[config.mk]
export PLATFORM = sky130hd
export DESIGN_NAME = dma_window_decoder
export DESIGN_NICKNAME = d
export VERILOG_FILES = /design/src/rtl/dmawin_pkg.sv /design/src/rtl/dmawin_regs.sv /design/src/rtl/dmawin_match.sv /design/src/rtl/dmawin_select.sv /design/src/rtl/dma_window_decoder.sv
export SDC_FILE = /design/constraint.sdc
export NUM_CORES = 1
export LEC_CHECK = 0
export ABC_AREA = 1
export ABC_CLOCK_PERIOD_IN_PS = 2600
export BUFFER_PORTS_ARGS = -buffer_cell sky130_fd_sc_hd__buf_2
export CAP_MARGIN = 40
export CELL_PAD_IN_SITES_DETAIL_PLACEMENT = 1
export CELL_PAD_IN_SITES_GLOBAL_PLACEMENT = 2
export CORE_ASPECT_RATIO = 0.7
export CORE_MARGIN = 2
export CORE_UTILIZATION = 31
export DETAILED_ROUTE_END_ITERATION = 7
export PLACE_DENSITY_LB_ADDON = 0.1
export SETUP_SLACK_MARGIN = 0.1
export SLEW_MARGIN = 15
export SYNTH_ARGS = -nofsm -noshare
export SYNTH_HDL_FRONTEND = slang
export SYNTH_HIERARCHICAL = 1
export SYNTH_SLANG_ARGS = --single-unit
export TNS_END_PERCENT = 1
[constraint.sdc]
create_clock -name clk -period 2.6 [get_ports clk]
set_input_delay 0.13 -clock clk [delete_from_list [all_inputs] [get_ports clk]]
set_output_delay 0.13 -clock clk [all_outputs]
set_load 0.05 [all_outputs]
[src/rtl/dmawin_pkg.sv]
`timescale 1ns/1ps
package dmawin_pkg;
    localparam int ADDR_W = 32;
    localparam int WIN_LO = 20;
    localparam int MASK_W = ADDR_W - WIN_LO;
    localparam int PHYS_W = 34;
    localparam int TB_W   = PHYS_W - WIN_LO;
    localparam int CTRL_W = 4;

    // control bit positions in the base/control register
    localparam int B_EN  = 0;
    localparam int B_SG  = 1;
    localparam int B_DAC = 2;
    localparam int B_CS  = 3;

    typedef enum logic [1:0] {
        SEL_BASE  = 2'd0,
        SEL_MASK  = 2'd1,
        SEL_TBASE = 2'd2,
        SEL_DACHI = 2'd3
    } reg_sel_e;

    typedef struct packed {
        logic              en;
        logic              sg;
        logic              dac_en;
        logic              cs_en;
        logic [MASK_W-1:0] base;
        logic [MASK_W-1:0] mask;
        logic [TB_W-1:0]   tbase;
    } win_cfg_t;

    typedef struct packed {
        logic              hit;
        logic              bad;
        logic              sg;
        logic [PHYS_W-1:0] phys;
    } win_res_t;

    // a legal mask is a run of ones anchored at bit 0 (including all zero)
    function automatic logic mask_contig(input logic [MASK_W-1:0] m);
        return ((m & (m + MASK_W'(1))) == '0);
    endfunction

    // compare only the positions the mask leaves fixed
    function automatic logic base_match(input logic [ADDR_W-1:0] a,
                                        input logic [MASK_W-1:0] base,
                                        input logic [MASK_W-1:0] m);
        return (((a[ADDR_W-1:WIN_LO] ^ base) & ~m) == '0);
    endfunction

    // direct-mapped translation: mask ones pass address bits, zeros take base bits
    function automatic logic [PHYS_W-1:0] direct_xlate(input logic [MASK_W-1:0] m,
                                                       input logic [TB_W-1:0]   tb,
                                                       input logic [ADDR_W-1:0] a);
        logic [PHYS_W-1:0] p;
        p = '0;
        p[WIN_LO-1:2] = a[WIN_LO-1:2];
        for (int j = 0; j < MASK_W; j++)
            p[WIN_LO+j] = m[j] ? a[WIN_LO+j] : tb[j];
        for (int j = MASK_W; j < TB_W; j++)
            p[WIN_LO+j] = tb[j];
        return p;
    endfunction
endpackage

[src/rtl/dmawin_regs.sv]
`timescale 1ns/1ps
module dmawin_regs
    import dmawin_pkg::*;
#(
    parameter int NUM_WIN = 4,
    parameter int IDX_W   = 2
) (
    input  logic                     clk,
    input  logic                     rst,
    input  logic                     cfg_wr,
    input  logic [IDX_W+1:0]         cfg_addr,
    input  logic [ADDR_W-1:0]        cfg_wdata,
    output logic [ADDR_W-1:0]        cfg_rdata,
    output win_cfg_t [NUM_WIN-1:0]   cfg_o,
    output logic [ADDR_W-1:0]        dac_hi_o
);
    localparam int DAC_WIN = NUM_WIN - 1;
    localparam int PAD_W   = ADDR_W - MASK_W - CTRL_W;

    logic [IDX_W-1:0]       wsel;
    reg_sel_e               sel;
    win_cfg_t [NUM_WIN-1:0] cfg_q;
    logic [ADDR_W-1:0]      dac_hi_q;
    win_cfg_t               rd;
    logic                   unused_wdata;

    assign wsel = cfg_addr[IDX_W+1:2];
    assign sel  = reg_sel_e'(cfg_addr[1:0]);
    assign unused_wdata = ^{cfg_wdata[WIN_LO-1:TB_W], cfg_wdata[B_CS+1 +: (TB_W-B_CS-1)]};

    always_ff @(posedge clk) begin
        if (rst) begin
            cfg_q    <= '0;
            dac_hi_q <= '0;
        end else if (cfg_wr) begin
            for (int i = 0; i < NUM_WIN; i++) begin
                if (wsel == IDX_W'(i)) begin
                    case (sel)
                        SEL_BASE: begin
                            cfg_q[i].en     <= cfg_wdata[B_EN];
                            cfg_q[i].sg     <= cfg_wdata[B_SG];
                            cfg_q[i].dac_en <= (i == DAC_WIN) ? cfg_wdata[B_DAC] : 1'b0;
                            cfg_q[i].cs_en  <= (i == 0) ? cfg_wdata[B_CS] : 1'b0;
                            cfg_q[i].base   <= cfg_wdata[ADDR_W-1:WIN_LO];
                        end
                        SEL_MASK:  cfg_q[i].mask  <= cfg_wdata[ADDR_W-1:WIN_LO];
                        SEL_TBASE: cfg_q[i].tbase <= cfg_wdata[TB_W-1:0];
                        default: begin
                            if (i == DAC_WIN) dac_hi_q <= cfg_wdata;
                        end
                    endcase
                end
            end
        end
    end

    always_comb begin
        rd        = cfg_q[wsel];
        cfg_rdata = '0;
        case (sel)
            SEL_BASE:  cfg_rdata = {rd.base, {PAD_W{1'b0}}, rd.cs_en, rd.dac_en, rd.sg, rd.en};
            SEL_MASK:  cfg_rdata = {rd.mask, {WIN_LO{1'b0}}};
            SEL_TBASE: cfg_rdata = {{(ADDR_W-TB_W){1'b0}}, rd.tbase};
            default:   cfg_rdata = (wsel == IDX_W'(DAC_WIN)) ? dac_hi_q : '0;
        endcase
    end

    assign cfg_o    = cfg_q;
    assign dac_hi_o = dac_hi_q;
endmodule

[src/rtl/dmawin_match.sv]
`timescale 1ns/1ps
module dmawin_match
    import dmawin_pkg::*;
#(
    parameter bit DAC_OK = 1'b0,
    parameter bit CS_OK  = 1'b0
) (
    input  win_cfg_t          cfg,
    input  logic [ADDR_W-1:0] addr_lo,
    input  logic [ADDR_W-1:0] addr_hi,
    input  logic [ADDR_W-1:0] dac_hi,
    input  logic              dac,
    input  logic              mem_cs,
    output win_res_t          res
);
    logic legal;
    logic cmp;
    logic take;

    always_comb begin
        legal = mask_contig(cfg.mask);
        cmp   = base_match(addr_lo, cfg.base, cfg.mask);
        if (dac)
            take = DAC_OK && cfg.dac_en && (addr_hi == dac_hi) && cmp;
        else if (CS_OK && cfg.cs_en)
            take = mem_cs;
        else
            take = cmp;
        res.hit  = cfg.en && legal && take;
        res.bad  = cfg.en && !legal;
        res.sg   = cfg.sg;
        res.phys = direct_xlate(cfg.mask, cfg.tbase, addr_lo);
    end
endmodule

[src/rtl/dmawin_select.sv]
`timescale 1ns/1ps
module dmawin_select
    import dmawin_pkg::*;
#(
    parameter int NUM_WIN = 4,
    parameter int IDX_W   = 2
) (
    input  win_res_t [NUM_WIN-1:0] res,
    output logic                   any_hit,
    output logic                   any_bad,
    output logic [IDX_W-1:0]       win,
    output logic                   sg,
    output logic [PHYS_W-1:0]      phys
);
    // walk from the top so the lowest hitting index is the last to assign
    always_comb begin
        any_hit = 1'b0;
        any_bad = 1'b0;
        win     = '0;
        sg      = 1'b0;
        phys    = '0;
        for (int i = NUM_WIN - 1; i >= 0; i--) begin
            any_bad = any_bad | res[i].bad;
            if (res[i].hit) begin
                any_hit = 1'b1;
                win     = IDX_W'(i);
                sg      = res[i].sg;
                phys    = res[i].sg ? '0 : res[i].phys;
            end
        end
    end
endmodule

[src/rtl/dma_window_decoder.sv]
`timescale 1ns/1ps
module dma_window_decoder
    import dmawin_pkg::*;
#(
    parameter  int NUM_WIN = 4,
    localparam int IDX_W   = $clog2(NUM_WIN)
) (
    input  logic              clk,
    input  logic              rst,
    input  logic              cfg_wr,
    input  logic [IDX_W+1:0]  cfg_addr,
    input  logic [ADDR_W-1:0] cfg_wdata,
    output logic [ADDR_W-1:0] cfg_rdata,
    input  logic              req_valid,
    input  logic [ADDR_W-1:0] pci_addr_lo,
    input  logic [ADDR_W-1:0] pci_addr_hi,
    input  logic              pci_dac,
    input  logic              mem_cs,
    output logic              res_valid,
    output logic              res_hit,
    output logic [IDX_W-1:0]  res_win,
    output logic              res_sg,
    output logic [PHYS_W-1:0] res_phys,
    output logic              res_claim,
    output logic              mask_err
);
    win_cfg_t [NUM_WIN-1:0] wcfg;
    logic [ADDR_W-1:0]      dac_hi;
    win_res_t [NUM_WIN-1:0] wres;
    logic                   any_hit;
    logic                   any_bad;
    logic [IDX_W-1:0]       sel_win;
    logic                   sel_sg;
    logic [PHYS_W-1:0]      sel_phys;

    dmawin_regs #(.NUM_WIN(NUM_WIN), .IDX_W(IDX_W)) u_regs (
        .clk       (clk),
        .rst       (rst),
        .cfg_wr    (cfg_wr),
        .cfg_addr  (cfg_addr),
        .cfg_wdata (cfg_wdata),
        .cfg_rdata (cfg_rdata),
        .cfg_o     (wcfg),
        .dac_hi_o  (dac_hi)
    );

    for (genvar i = 0; i < NUM_WIN; i++) begin : g_match
        dmawin_match #(
            .DAC_OK (i == NUM_WIN - 1),
            .CS_OK  (i == 0)
        ) u_match (
            .cfg     (wcfg[i]),
            .addr_lo (pci_addr_lo),
            .addr_hi (pci_addr_hi),
            .dac_hi  (dac_hi),
            .dac     (pci_dac),
            .mem_cs  (mem_cs),
            .res     (wres[i])
        );
    end

    dmawin_select #(.NUM_WIN(NUM_WIN), .IDX_W(IDX_W)) u_select (
        .res     (wres),
        .any_hit (any_hit),
        .any_bad (any_bad),
        .win     (sel_win),
        .sg      (sel_sg),
        .phys    (sel_phys)
    );

    always_ff @(posedge clk) begin
        if (rst) begin
            res_valid <= 1'b0;
            res_hit   <= 1'b0;
            res_win   <= '0;
            res_sg    <= 1'b0;
            res_phys  <= '0;
            mask_err  <= 1'b0;
        end else begin
            res_valid <= req_valid;
            res_hit   <= req_valid && any_hit;
            res_win   <= (req_valid && any_hit) ? sel_win : '0;
            res_sg    <= req_valid && any_hit && sel_sg;
            res_phys  <= (req_valid && any_hit) ? sel_phys : '0;
            mask_err  <= mask_err || (req_valid && any_bad);
        end
    end

    assign res_claim = res_hit;
endmodule

Word-level counts from Yosys, hierarchy flattened
Cells that the tools add are included.
{"block": "op_classes", "add_sub_neg": 4, "n_mul": 0, "div": 0, "order_cmp": 1, "n_eq_ne": 6, "shift": 0, "mux": 76, "bitwise": 21, "reduce_logical": 49}
{"cell": "2-to-1 mux 34 bit", "count": 8}
{"cell": "bitwise AND 12 bit", "count": 8}
{"cell": "zero test 12 bit", "count": 8}
{"cell": "case mux 32 bit (3 select lines)", "count": 1}
{"cell": "binary-select mux 42 bit (select 2 bit)", "count": 1}
{"cell": "2-to-1 mux 1 bit", "count": 62}
{"cell": "adder 12 x 1 -> 12 bit (second input constant)", "count": 4}
{"cell": "inverter 12 bit", "count": 4}
{"cell": "XOR 12 bit", "count": 4}
{"cell": "2-to-1 mux 42 bit", "count": 1}
{"cell": "AND reduction 3 bit", "count": 13}
{"cell": "== test 32 bit", "count": 1}
{"cell": "2-to-1 mux 32 bit", "count": 1}
{"cell": "logical AND 1 bit", "count": 17}
{"cell": "== test 2 bit (second input constant)", "count": 3}
{"cell": "OR reduction 3 bit", "count": 2}
{"cell": "== test 2 x 1 -> 1 bit (second input constant)", "count": 2}
{"cell": "zero test 1 bit", "count": 4}
{"cell": "zero test 2 bit", "count": 2}
{"cell": "2-to-1 mux 2 bit", "count": 2}
{"cell": "OR reduction 4 bit", "count": 1}
{"cell": "< comparator 2 x 3 -> 1 bit (second input constant)", "count": 1}
{"cell": "OR 1 bit", "count": 3}
{"cell": "inverter 1 bit", "count": 2}
{"cell": "other kinds (2)", "count": 2}
{"block": "word_totals", "regBits": 234, "latchBits": 0, "ram_bits": 0, "rom_bits": 0, "input_bits": 106, "out_inout_bits": 73, "elab_cells": 187, "n_memories": 0}

Longest topological paths before layout
{"block": "depth", "word_depth": 13, "depth_mapped": 19, "depth_no_buf": 18}

Hierarchy
The synthesis kept the hierarchy.
{"module": "dmawin_regs", "n_inst": 1, "cells_per_inst": 1355, "area_per_inst_um2": 8723.4, "seq_area_each_um2": 3883.7}
{"module": "dmawin_select", "n_inst": 1, "cells_per_inst": 460, "area_per_inst_um2": 1829.3, "seq_area_each_um2": 0.0}
{"module": "dmawin_match at g_match[1].u_match ...", "n_inst": 2, "cells_per_inst": 134, "area_per_inst_um2": 654.4, "seq_area_each_um2": 0.0}
{"module": "dma_window_decoder", "n_inst": 1, "cells_per_inst": 127, "area_per_inst_um2": 1263.7, "seq_area_each_um2": 800.8}
{"module": "dmawin_match at g_match[3].u_match", "n_inst": 1, "cells_per_inst": 244, "area_per_inst_um2": 1193.6, "seq_area_each_um2": 0.0}
{"module": "dmawin_match at g_match[0].u_match", "n_inst": 1, "cells_per_inst": 147, "area_per_inst_um2": 713.2, "seq_area_each_um2": 0.0}

Worst setup path before layout
OpenSTA, ideal clock, no wires.
{"block": "synth_timing", "path_kind": "register to register", "startpoint": "register u_regs.cfg_q (netlist bit u_regs/cfg_o[19])", "endpoint": "register res_phys[19]", "arrival_time_ps": 1813, "path_slack_ps": 726, "stages_incl_launch_ff": 16, "path_buffers": 3, "period_less_slack_ps": 1874, "path_cell_list": "dfxtp_1 > inv_1 > nand3_1 > nand2_1 > nor2_1 > nand2_1 > nor2_1 > nor2_1 > nor2_1 > nor2_4 > buf_2 > nand2_1 > nand3_2 > buf_6 > buf_12 > nor2_4"}
{"element": "from (decl)", "line_no": "dmawin_regs.sv:22", "source": "win_cfg_t [NUM_WIN-1:0] cfg_q;"}
{"element": "to (signal assigned)", "line_no": "dma_window_decoder.sv:84", "source": "res_phys <= (req_valid && any_hit) ? sel_phys : '0;"}
{"element": "to (decl)", "line_no": "dma_window_decoder.sv:23", "source": "output logic [PHYS_W-1:0] res_phys,"}

==> impl_metrics.env <==
export IMPL_ant_nets=0
export IMPL_cpPeakStageDelay_ps=550
export IMPL_grt_pass1_vias=16506
export IMPL_io_buffers=176
export IMPL_htreeDepth=1
export IMPL_worstMarginPinSlew_ps=720
export IMPL_avgSynthCellArea_um2=5.78
export IMPL_irDropWorstVdd_mv=0.458
export IMPL_path_max_fanout=28
export IMPL_grt_overflow_total=0
export IMPL_routed_wirelength_um=69800
export IMPL_crit_path_frequent_cell="nor2_1"
export IMPL_drv_slew=0
export IMPL_crit_buf_inv=3
export IMPL_start_kind="register"
export IMPL_final_nets=2819
export IMPL_initial_utilization=0.314
export IMPL_cts_root_buf="clkbuf_16"
export IMPL_slowest_stage="dfxtp_1"
export IMPL_antenna_found_initial=5
export IMPL_ioPinCount=179
export IMPL_rsz0062_at_grt="true"
export IMPL_p_leak_uw=0.00823
export IMPL_vias=16549
export IMPL_final_cells=3358
export IMPL_arrival_ps=2900
export IMPL_yosys_warnings=6
export IMPL_drt_initial_drc_count=1141
export IMPL_post_drt_wl_per_cell_um=20.8
export IMPL_cts_buffer_depth=3
export IMPL_cts_sinks=234
export IMPL_slew_headroom=0.519
export IMPL_power_total_uw=8870
export IMPL_crit_chain="nor2_1, nand2_1, o21ai_0, nor2_1, nand2_1, nor2_2, buf_12, nand3_1, buf_12, nor2_1, nor2_1, nand2_1, inv_1, nor2_1"
export IMPL_tritoncts="yes"
export IMPL_drv_cap=0
export IMPL_grt_pass1_wl_um=104000
export IMPL_dpl_cell_count=3253
export IMPL_netlist_instances=2594
export IMPL_drtPass1Iterations=4
export IMPL_fmax_mhz=421
export IMPL_die_h_um=188
export IMPL_fin_hold_ws_ps=23.2
export IMPL_dp_final_hpwl_um=52900
export IMPL_grt_max_degree=60
export IMPL_power_density_mw_per_mm2=507
export IMPL_clk_latency_ps=590
export IMPL_via_per_inst=4.93
export IMPL_fin_tns_setup_ps=0
export IMPL_cp_required_ps=3120
export IMPL_setup_viol=0
export IMPL_numCtsBuffers=29
export IMPL_fin_crit_ps=2380
export IMPL_syn2layout_area_growth_pct=16.7
export IMPL_grt_usage=0.277
export IMPL_synth_area_mm2=0.0150
export IMPL_clock_skew_final_ps=9.64
export IMPL_run_status="finished, final reports clean"
export IMPL_crit_family="simple AND/OR/NAND/NOR gates"
export IMPL_die_area_mm2=0.0501
export IMPL_gp_congestion=0.916
export IMPL_die_w_um=267
export IMPL_row_count=67
export IMPL_clk_pin_slew_worst_paths_ps=60
export IMPL_final_util=0.366
export IMPL_core_area_mm2=0.0478
export IMPL_critPathKind="register to register"
export IMPL_drive_gt1_frac=0.140
export IMPL_min_path_type="input port to register"
export IMPL_drc=0
export IMPL_cp_end_kind="register"
export IMPL_timing_final_crit_share=0.915
export IMPL_final_hold_viol_count=0
-- what timing repair did --
action	4_1_cts	5_1_grt
hold buffers	47	0
endpoints found under the hold margin	150	0
buffers inserted	0	1
gates resized for setup	0	13
endpoints found under the setup margin	0	35
-- metal layers --
layer | vias up | routed length, um | GRT usage
li1 | 8020 | - | -
met1 | 8087 | 35500 | 0.415
met2 | 363 | 29000 | 0.418
met3 | 75 | 3820 | 0.0377
met4 | 4 | 1490 | 0.0562
met5 | - | 23 | 0
-- tightest hold or removal path, cell delays in order --
cell and delay (ps):
buf_2 130, nand2_1 60, nand2_1 50, nand2_1 50, nand2_1 50, inv_1 60, nor2_2 40
-- placed cells by master, fill, tap and decap left out, types with 2 or more instances in the layout --
cell,count
buf_2,176
xor2_1,4
o21ai_0,217
o21ai_1,5
mux2_2,14
clkinv_2,4
or2_2,4
nand2_2,6
a21oi_2,2
nand4_1,20
inv_2,23
nor3_2,2
nand2_1,832
nor2_2,17
clkbuf_8,7
inv_1,241
dlygate4sd3_1,47
clkinv_1,2
clkbuf_1,10
conb_1,8
nand3_2,7
buf_4,55
nor2_1,593
nor3_1,2
a21oi_1,31
xnor2_1,14
buf_12,10
or2_0,3
nor2_4,16
dfxtp_1,231
diode_2,3
o22ai_1,3
dfxtp_2,3
nand3_1,84
clkbuf_16,31
-- worst paths after layout --
| path | from | endpoint | slack, ps | depth (start not counted) |
|---|---|---|---|---|
| setup / recovery | u_regs/cfg_o[57] | res_phys[4] | 220 | 14 |
| hold / removal | pci_addr_lo[12] | res_phys[12] | 20 | 7 |
| setup reg to reg | u_regs/cfg_o[57] | res_phys[4] | 220 | 14 |
| hold reg to reg | mask_err | mask_err | 470 | 2 |
-- power breakdown --
part           internal, uW  total (uW)  switching [uW]
logic                   336        1040             707
registers              3650        3750            97.3
clock network          2340        4080            1740
total                  6330        8870            2540
-- sequential cells by signal (all words and copies together), names as in the netlist --
signal / cells
u_regs/cfg_o: 162
res_phys: 34
u_regs/dac_hi_o: 32
res_win: 2
mask_err: 1
res_claim: 1
res_sg: 1
res_valid: 1
-- stage by stage --
step / worst slack (ps) / instance area (um2)
floorplan: 726 / 15000
global placement: 164 / 16000
detailed placement: 121 / 16000
CTS: 118 / 17400
global route: 42.1 / 17500
finish: 222 / 17500
-- cell type report --
| cell class | instances | area, um2 |
|---|---|---|
| Fill cell | 6389 | 30300 |
| Multi-Input combinational cell | 1890 | 8060 |
| Sequential cell | 234 | 4690 |
| Timing Repair Buffer | 291 | 2030 |
| Inverter | 267 | 1000 |
| Clock buffer | 46 | 860 |
| Tap cell | 621 | 777 |
| Clock inverter | 6 | 58.8 |
| Antenna cell | 3 | 7.51 |
No activity file was read; power rests on OpenSTA's default activity.
